==> config.mk <==
export PLATFORM = sky130hd
export DESIGN_NAME = tck_pacer
export DESIGN_NICKNAME = d
export VERILOG_FILES = /design/src/rtl/tckp_pkg.sv /design/src/rtl/tckp_divider.sv /design/src/rtl/tckp_period_count.sv /design/src/rtl/tck_pacer.sv
export SDC_FILE = /design/constraint.sdc
export NUM_CORES = 1
export LEC_CHECK = 0
export ABC_AREA = 1
export CELL_PAD_IN_SITES_DETAIL_PLACEMENT = 1
export CELL_PAD_IN_SITES_GLOBAL_PLACEMENT = 1
export CORE_MARGIN = 1.5
export CORE_UTILIZATION = 39
export DETAILED_ROUTE_END_ITERATION = 10
export PLACE_DENSITY = 0.82
export SYNTH_ARGS = -nofsm -noshare
export SYNTH_HDL_FRONTEND = slang
export SYNTH_SLANG_ARGS = --single-unit
==> constraint.sdc <==
create_clock -name clk -period 2 [get_ports clk]
set_input_delay 0.4 -clock clk [delete_from_list [all_inputs] [get_ports clk]]
set_output_delay 0.4 -clock clk [all_outputs]
set_load 0.02 [all_outputs]
==> src/rtl/tckp_pkg.sv <==
package tckp_pkg;
   // Width of the period counters used for start delay and idle stretches
   localparam int unsigned PERIOD_CNT_W = 16;

   // Divider phase: stopped (never loaded), low half, high half
   typedef enum logic [1:0] {
      PH_STOP = 2'd0,
      PH_LOW  = 2'd1,
      PH_HIGH = 2'd2
   } tck_phase_e;
endpackage

==> src/rtl/tckp_divider.sv <==
module tckp_divider
   import tckp_pkg::*;
#(
   parameter int unsigned DIV_W = 8
) (
   input  logic             clk,
   input  logic             rst_n,
   input  logic             load,
   input  logic [DIV_W-1:0] div_in,
   output logic             tck,
   output logic             tick_rise,
   output logic             tick_fall,
   output logic             rise_evt
);
   tck_phase_e       phase;
   logic [DIV_W-1:0] ph_cnt;
   logic [DIV_W-1:0] cur_div;
   logic [DIV_W-1:0] pend_div;
   logic             half_end;

   assign half_end = (phase != PH_STOP) && (ph_cnt == cur_div);
   assign rise_evt = half_end && (phase == PH_LOW);
   assign tck      = (phase == PH_HIGH);

   always_ff @(posedge clk) begin
      if (!rst_n) begin
         phase     <= PH_STOP;
         ph_cnt    <= '0;
         cur_div   <= '0;
         pend_div  <= '0;
         tick_rise <= 1'b0;
         tick_fall <= 1'b0;
      end else begin
         tick_rise <= 1'b0;
         tick_fall <= 1'b0;
         if (load) begin
            pend_div <= div_in;
         end
         if (phase == PH_STOP) begin
            if (load) begin
               phase   <= PH_LOW;
               cur_div <= div_in;
               ph_cnt  <= '0;
            end
         end else if (half_end) begin
            ph_cnt <= '0;
            if (phase == PH_LOW) begin
               phase     <= PH_HIGH;
               tick_rise <= 1'b1;
            end else begin
               phase     <= PH_LOW;
               tick_fall <= 1'b1;
               // period boundary: take the newest ratio
               cur_div   <= load ? div_in : pend_div;
            end
         end else begin
            ph_cnt <= ph_cnt + 1'b1;
         end
      end
   end
endmodule

==> src/rtl/tckp_period_count.sv <==
module tckp_period_count #(
   parameter int unsigned CNT_W = 16
) (
   input  logic             clk,
   input  logic             rst_n,
   input  logic             clr,
   input  logic             arm,
   input  logic [CNT_W-1:0] arm_val,
   input  logic             rise_evt,
   output logic             done
);
   logic [CNT_W-1:0] remaining;
   logic             armed;

   always_ff @(posedge clk) begin
      if (!rst_n) begin
         remaining <= '0;
         armed     <= 1'b0;
         done      <= 1'b0;
      end else if (clr) begin
         armed <= 1'b0;
         done  <= 1'b0;
      end else if (arm) begin
         remaining <= arm_val;
         armed     <= 1'b1;
         done      <= 1'b0;
      end else if (armed && rise_evt) begin
         if (remaining == '0) begin
            armed <= 1'b0;
            done  <= 1'b1;
         end else begin
            remaining <= remaining - 1'b1;
         end
      end
   end
endmodule

==> src/rtl/tck_pacer.sv <==
module tck_pacer
   import tckp_pkg::*;
#(
   parameter int unsigned DIV_W   = 8,
   parameter int unsigned CNT_W   = PERIOD_CNT_W,
   parameter bit          IDLE_EN = 1'b1
) (
   input  logic             clk,
   input  logic             rst_n,
   input  logic             cfg_load,
   input  logic [DIV_W-1:0] cfg_div,
   input  logic [CNT_W-1:0] cfg_delay,
   input  logic             idle_req,
   input  logic [CNT_W-1:0] idle_cnt,
   output logic             tck,
   output logic             tck_rise,
   output logic             tck_fall,
   output logic             start_done,
   output logic             idle_done
);
   logic rise_evt;

   if (DIV_W < 1 || DIV_W > 24) begin : g_bad_div_w
      $error("tck_pacer: DIV_W must be 1..24");
   end
   if (CNT_W < 1 || CNT_W > 32) begin : g_bad_cnt_w
      $error("tck_pacer: CNT_W must be 1..32");
   end

   tckp_divider #(.DIV_W(DIV_W)) u_div (
      .clk       (clk),
      .rst_n     (rst_n),
      .load      (cfg_load),
      .div_in    (cfg_div),
      .tck       (tck),
      .tick_rise (tck_rise),
      .tick_fall (tck_fall),
      .rise_evt  (rise_evt)
   );

   tckp_period_count #(.CNT_W(CNT_W)) u_start (
      .clk      (clk),
      .rst_n    (rst_n),
      .clr      (1'b0),
      .arm      (cfg_load),
      .arm_val  (cfg_delay),
      .rise_evt (rise_evt),
      .done     (start_done)
   );

   if (IDLE_EN) begin : g_idle
      logic idle_arm;
      assign idle_arm = idle_req && start_done;
      tckp_period_count #(.CNT_W(CNT_W)) u_idle (
         .clk      (clk),
         .rst_n    (rst_n),
         .clr      (cfg_load),
         .arm      (idle_arm),
         .arm_val  (idle_cnt),
         .rise_evt (rise_evt),
         .done     (idle_done)
      );
   end else begin : g_no_idle
      assign idle_done = 1'b0;
   end
endmodule

==> metrics.md, run 1 <==
| Metric | Value |
|---|---|
| Io pins | `49` |
| # rows | `35` |
| Worst Hold Class | `register to register` |
| Root Buffer Master | `clkbuf_8` |
| Layout area overhead | `24.8%` |
| Mapped Nets | `660` |
| Final Skew | `13.6 ps` |
| Core Area | `9370 um2` |
| Max FO, Critical Path | `10` |
| H-tree depth | `3` |
| # diodes | `0` |
| TritonCTS Buffers | `9` |
| Clk buf depth | `2` |
| CTS tree | `built` |
| Worst slew pin tran | `549 ps` |
| Pre-Repair DR Iteration Count | `7` |
| WHS Endpoint | `g_idle.u_idle.done` |
| Share of cells above drive strength 1 | `11.0%` |
| Slowest Stage Delay on Critical Path | `360 ps` |
| Synth cell types | `33` |
| Vias in the first global route | `4130` |
| Post-synthesis sequential area ratio | `33.6%` |
| CP Cell Sequence | `inv_1 > nand2_1 > nand2_1 > nor2_1 > nand2_1 > nor2_4 > nand2_2 > nor2_8 > nand2_4 > nand2_4 > inv_4 > nor2_1 > nor2_1` |
| Final Power | `3.48 mW` |
| Antenna violations before repair | `0` |
| Core occupancy in the finished layout | `50.8%` |
| Critical Path RT | `2250 ps` |
| Post-DR vias/cell | `5.04` |
| # setup viols final | `0` |
| Min-Delay Startpoint | `g_idle.u_idle.done` |
| DP HPWL | `8250 um` |
| Post-Synthesis Cells | `613` |
| Max IR drop VDD | `0.388 mV` |
| Synth warn | `0` |
| Grt ovf | `0` |
| Fin nets | `715` |
| Cts hold-fix bufs | `0` |
| Setup TNS | `0 ps` |
| CP Data Arrival Time | `2070 ps` |
| Largest net degree at the start of global routing | `36` |
| DIE HEIGHT | `102 um` |
| Clock-pin slew on the worst setup and hold paths | `80 ps` |
| LEAKAGE | `2.20 nW` |
| Critical-path top delay cell | `dfxtp_2` |
| Port Buffers | `48` |
| Min Hold Slack | `468 ps` |
| ANT nets after route | `0` |
| Hold Vio Cnt, Final | `0` |
| Routed WL per cell | `14.0 um` |
| RSZ-0062 raised after global routing | `true` |
| CP Capture Type | `register` |
| Total track usage | `23.3%` |
| R2r startpoint | `u_div.ph_cnt[6]` |
| Yosys reg bits | `64` |
| Netlist Area Pre-Place | `3810 um2` |
| Routability cong. | `0.846` |
| First-pass GRT wire length | `19200 um` |
| Initial drt markers | `112` |
| Design Area, Final | `4760 um2` |
| Period minus WS final | `1820 ps` |
| Syn Area/Cell | `6.22 um2` |
| Vias | `4042` |
| Hold path cells | `2` |
| CP Class | `register to register` |
| DRC | `0` |
| # fillers | `1310` |
| Clock sink count | `64` |
| Period utilisation layout | `90.8%` |
| Slew Limit Fails | `0` |
| Pwr/cell area | `732 nW/um2` |
| Max_cap viols | `0` |
| Die area | `10400 um2` |
| R2r endpoint | `u_start.remaining[11]` |
| Flop-to-flop setup slack | `180 ps` |
| Cell family with most CP delay | `simple AND/OR/NAND/NOR gates` |
| Initial Util | `40.7%` |
| Width of the die | `102 um` |
| Worst setup SP type | `register` |
| Placed Area | `4500 um2` |
| Final wirelength | `11200 um` |
| Status | `complete, no violations` |
| Relative slew slack | `63.2%` |
| Worst-Skew Late Latency | `350 ps` |
| Critical path buffers and inverters | `2` |
| R2R depth | `13` |
| Max frequency | `0.551 GHz` |
-- power by group --
part / leakage (nW) / internal [mW] / switching (mW)
sequential: 0.527 / 1.37 / 0.0642
combinational: 1.58 / 0.326 / 0.530
clock: 0.0989 / 0.614 / 0.579
total: 2.20 / 2.31 / 1.17
-- repair_timing --
item | CTS | global route
gates resized for setup | 0 | 23
setup endpoints to repair | 0 | 31
buffers inserted | 0 | 1
-- worst max path at each step --
| stage | from | end | slack [ps] | cells after the start |
|---|---|---|---|---|
| 2_1_floorplan | g_idle.u_idle.remaining[0] | g_idle.u_idle.remaining[2] | 380 | 12 |
| 3_3_place_gp | cfg_load | u_div.cur_div[0] | 80 | 6 |
| 3_5_place_dp | cfg_load | u_div.cur_div[0] | -30 | 7 |
| 4_1_cts | u_div.phase[1] | tck | 6 | 3 |
| 5_1_grt | g_idle.u_idle.remaining[2] | g_idle.u_idle.remaining[13] | -30 | 11 |
| 6_report | u_div.ph_cnt[6] | u_start.remaining[11] | 180 | 13 |
-- stage by stage --
| step | std cells | worst slack [ps] |
|---|---|---|
| 2_1_floorplan | 613 | 377 |
| 3_3_place_gp | 785 | 82.8 |
| 3_5_place_dp | 785 | -34.2 |
| 4_1_cts | 801 | 6.10 |
| 5_1_grt | 802 | -26.7 |
| 6_report | 802 | 183 |
-- flip-flops by register name (all words and copies together) (netlist names), 2 cells and up --
| name | flops |
|---|---|
| g_idle.u_idle.remaining | 16 |
| u_div.cur_div | 8 |
| u_div.pend_div | 8 |
| u_div.ph_cnt | 8 |
| u_div.phase | 2 |
| u_start.remaining | 16 |
-- kinds of logic after synthesis --
kind of cell	synth area share, %
AO/OA/AOI/OAI	12.0
XOR/XNOR	1.61
adder cells (fa/ha/maj)	0.985
buffers and inverters	9.85
flip-flops	33.6
multiplexers	2.10
AND/OR/NAND/NOR	39.9
-- worst register-to-register path: stages (launching register included) --
cell,delay [ps]
dfxtp_2,360
inv_1,90
nand2_1,70
nand2_1,60
nor2_1,120
nand2_1,100
nor2_4,170
nand2_2,140
nor2_8,160
nand2_4,90
nand2_4,130
inv_4,80
nor2_1,110
nor2_1,60
-- cells in the mapped netlist (all sizes together) --
cell type  count  share of area, %
and2           2              0.33
xor2           6               1.4
inv           69               6.8
xnor2          1              0.23
nand3b         4              0.79
nand4          5              0.98
buf            8               1.7
nand3         44               6.7
a211oi         1              0.20
a31oi          3              0.49
a21oi         43               5.6
clkbuf        12               1.2
clkinv         2              0.20
dfxtp         64                34
nor3           3              0.39
ha             3              0.98
o31ai          2              0.39
nand2        170                18
mux2i          8               2.1
or2            2              0.33
nor2         122                13
o21ai         35               4.6
o22ai          4              0.66
-- placed cells by master, fill, tap and decap left out, drive strengths merged --
| cell | n |
|---|---|
| nand2 | 170 |
| nor2 | 122 |
| inv | 70 |
| dfxtp | 64 |
| clkdlybuf4s50 | 47 |
| nand3 | 44 |
| a21oi | 43 |
| o21ai | 35 |
| buf | 16 |
| clkbuf | 10 |
| mux2i | 8 |
| xor2 | 6 |
| nand4 | 5 |
| o22ai | 4 |
| nand3b | 4 |
| clkinv | 4 |
| a31oi | 3 |
| nor3 | 3 |
| ha | 3 |
| or2 | 2 |
| and2 | 2 |
| o31ai | 2 |
| clkinvlp | 2 |
| a211oi | 1 |
| xnor2 | 1 |
| bufinv | 1 |
| dlymetal6s2s | 1 |
-- cell type report --
| cell class | instances | area (um2) | share of cell area, % |
|---|---|---|---|
| multi-input cells | 458 | 2190 | 46.1 |
| clock inverters | 6 | 67.6 | 1.42 |
| clock buffers | 10 | 138 | 2.89 |
| inverters | 71 | 269 | 5.65 |
| well taps | 129 | 161 | 3.39 |
| flip-flops and latches | 64 | 1290 | 27.1 |
| repair buffers | 64 | 641 | 13.5 |
-- layer usage --
| metal | GRT usage, % | routed length, um | share of wire [%] |
|---|---|---|---|
| met1 | 30.6 | 5390 | 48 |
| met2 | 39.7 | 5340 | 47 |
| met3 | 2.87 | 339 | 3.0 |
| met4 | 7.80 | 176 | 1.6 |
| met5 | 0 | 0 | 0 |
(Power assumes the default switching activity.)
==> inputs of run 2 (changes only) <==
--- a/config.mk
+++ b/config.mk
@@ -10,6 +10,8 @@
 export CELL_PAD_IN_SITES_GLOBAL_PLACEMENT = 1
 export CORE_MARGIN = 1.5
 export CORE_UTILIZATION = 39
+export CTS_CLUSTER_DIAMETER = 150
+export CTS_CLUSTER_SIZE = 12
 export DETAILED_ROUTE_END_ITERATION = 10
 export PLACE_DENSITY = 0.82
 export SYNTH_ARGS = -nofsm -noshare
==> results of run 2 <==
The final DEF is identical to that of run 1; final timing and power are the same.
==> inputs of run 3 (changes only) <==
--- a/config.mk
+++ b/config.mk
@@ -9,11 +9,12 @@
 export CELL_PAD_IN_SITES_DETAIL_PLACEMENT = 1
 export CELL_PAD_IN_SITES_GLOBAL_PLACEMENT = 1
 export CORE_MARGIN = 1.5
-export CORE_UTILIZATION = 39
-export CTS_CLUSTER_DIAMETER = 150
+export CORE_UTILIZATION = 42
+export CTS_CLUSTER_DIAMETER = 30
 export CTS_CLUSTER_SIZE = 12
 export DETAILED_ROUTE_END_ITERATION = 10
-export PLACE_DENSITY = 0.82
+export PLACE_DENSITY = 0.87
+export SLEW_MARGIN = 20
 export SYNTH_ARGS = -nofsm -noshare
 export SYNTH_HDL_FRONTEND = slang
 export SYNTH_SLANG_ARGS = --single-unit
==> constraint.sdc (replaced) <==
create_clock -name clk -period 2.29 [get_ports clk]
set_input_delay 0.458 -clock clk [delete_from_list [all_inputs] [get_ports clk]]
set_output_delay 0.458 -clock clk [all_outputs]
set_load 0.02 [all_outputs]
==> run 3 against run 2 <==
Compared with the run above: critical path type is now register to output port; routed wire length shrank 4.0%; non-clock buffer count shrank 6; combinational power shrank 17%; largest power group unchanged; highest routed layer unchanged; global-route usage grew 0.49 points; clock power shrank 6%; sequential cell count is the same; critical endpoint is now tck; sequential share of layout area grew 0.48 points.
==> metrics.md, run 3 (synthesized netlist as in run 1, its figures left out) <==
| Metric | Value |
|---|---|
| Status | `complete, no violations` |
| DP HPWL | `8040 um (-2.5%)` |
| # placed instances | `759 (-3.3%)` |
| Relative slew slack | `65.3% (+2.1 points)` |
| Antenna violations before repair | `0 (unchanged)` |
| Final wirelength | `10800 um (-4.0%)` |
| Io pins | `49 (unchanged)` |
| Initial Util | `43.5% (+2.8 points)` |
| Worst slew pin tran | `518 ps (-31.5 ps)` |
| ANT nets after route | `0 (unchanged)` |
| Fin cells | `775 (-3.4%)` |
| Final Skew | `9.81 ps (-3.83 ps)` |
| Routability cong. | `0.835 (-1.3%)` |
| H-tree depth | `3 (unchanged)` |
| Vias in the first global route | `4149 (+0.46%)` |
| TritonCTS Buffers | `9 (unchanged)` |
| Hold Vio Cnt, Final | `0 (unchanged)` |
| Vias | `3934 (-2.7%)` |
| # setup viols final | `0 (unchanged)` |
| Post-cts repair resize count | `0 (unchanged)` |
| Worst setup SP type | `register` |
| Max IR drop VDD | `0.375 mV (-3.4%)` |
| Clock-pin slew on the worst setup and hold paths | `70 ps (about the same)` |
| Period utilisation layout | `88.8%` |
| Port Buffers | `48 (unchanged)` |
| DIE HEIGHT | `98.3 um (-3.5%)` |
| Most frequent cells in the layout | `nand2_1 (165), nor2_1 (118), dfxtp_1 (64)` |
| DRC | `0 (unchanged)` |
| CTS tree | `built` |
| CP Cell Sequence | `inv_1 > nor2_1 > clkdlybuf4s50_1` |
| Clock sink count | `64 (unchanged)` |
| Share of cells above drive strength 1 | `7.80% (-3.2 points)` |
| Setup Fix Bufs, Post-CTS | `0 (unchanged)` |
| Fin nets | `709 (-0.84%)` |
| Total track usage | `23.7% (+0.49 points)` |
| Routed WL per cell | `13.9 um (-0.60%)` |
| Layout area overhead | `21.9%` |
| Cts hold-fix bufs | `0 (unchanged)` |
| Width of the die | `98.3 um (-3.5%)` |
| Most common cell after layout, fill and taps aside | `nand2_1` |
| Grt ovf | `0 (unchanged)` |
| Worst-Skew Late Latency | `350 ps (about the same)` |
| Max_cap viols | `0 (unchanged)` |
| Cell family with most CP delay | `buffers and inverters` |
| # rows | `34 (-2.9%)` |
| Largest net degree at the start of global routing | `37 (+2.8%)` |
| Design Area, Final | `4650 um2 (-2.4%)` |
| Critical-path top delay cell | `clkdlybuf4s50_1` |
| Clk buf depth | `2 (unchanged)` |
| Period minus WS final | `2030 ps` |
| Pwr/cell area | `664 nW/um2 (-9.3%)` |
| Critical Path RT | `1830 ps (-420 ps)` |
| Die area | `9660 um2 (-6.9%)` |
| Max frequency | `0.492 GHz` |
| Worst Hold Class | `register to register` |
| CP Class | `register to output port` |
| Slew Limit Fails | `0 (unchanged)` |
| Biggest regs | `g_idle.u_idle.remaining x16, u_start.remaining x16` |
| CP Capture Type | `output port` |
| Pre-Repair DR Iteration Count | `4 (-3)` |
| LEAKAGE | `2.15 nW (-2.2%)` |
| Max FO, Critical Path | `4 (-6)` |
| Post-DR vias/cell | `5.08 (+0.72%)` |
| Root Buffer Master | `clkbuf_8` |
| RSZ-0062 raised after global routing | `false` |
| # diodes | `0 (unchanged)` |
| Core Area | `8760 um2 (-6.5%)` |
| First-pass GRT wire length | `18900 um (-1.6%)` |
| Slowest Stage Delay on Critical Path | `640 ps (+280 ps)` |
| Setup TNS | `0 ps (unchanged)` |
| Flop-to-flop setup slack | `350 ps (+170 ps)` |
| CP Data Arrival Time | `1570 ps (-500 ps)` |
| Critical path buffers and inverters | `2 (unchanged)` |
| Placed Area | `4420 um2 (-1.7%)` |
| Initial drt markers | `134 (+20%)` |
==> run 3: metrics by stage <==
step | worst slack [ps] | util, % | total power, mW | hold slack [ps]
2_1_floorplan | 667 | - | 1.74 | 443
3_3_place_gp | 377 | 50.4 | 1.95 | 462
3_5_place_dp | 241 | 50.4 | 1.99 | 482
4_1_cts | 241 | 53.0 | 3.12 | 495
5_1_grt | 130 | 53.0 | 3.28 | 511
6_report | 257 | 53.0 | 3.08 | 489
==> run 3: path summary, 6_finish.rpt <==
check,startpoint,end,cells past startpoint
max,u_div.phase[1],tck,3
min,g_idle.u_idle.done,g_idle.u_idle.done,2
max reg2reg,u_start.remaining[0],u_start.remaining[8],12
min reg2reg,g_idle.u_idle.done,g_idle.u_idle.done,2
==> run 3: cell type report <==
type / instances / area, um2
Timing Repair Buffer: 58 / 581
Inverter: 71 / 267
Sequential cell: 64 / 1280
Multi-Input combinational cell: 458 / 2160
Clock buffer: 9 / 124
Clock inverter: 7 / 103
Tap cell: 108 / 135
Fill cell: 1205 / 4120
==> run 3: report_power, final <==
part / internal (mW) / switching (mW) / total (mW)
registers: 1.20 / 0.0609 / 1.26
logic: 0.272 / 0.440 / 0.711
clock network: 0.624 / 0.493 / 1.12
total: 2.09 / 0.994 / 3.08
==> run 3: worst min-delay path, cell delays in order, from the launching register on <==
cell	delay, ps
dfxtp_1	340
inv_1	60
a21oi_1	60
==> run 3: layer usage <==
layer | GRT usage, % | vias up | wire (um)
li1 | - | 2035 | -
met1 | 29.2 | 1822 | 4970
met2 | 43.7 | 69 | 5450
met3 | 2.36 | 8 | 275
met4 | 7.15 | 0 | 92
met5 | 0 | - | 0
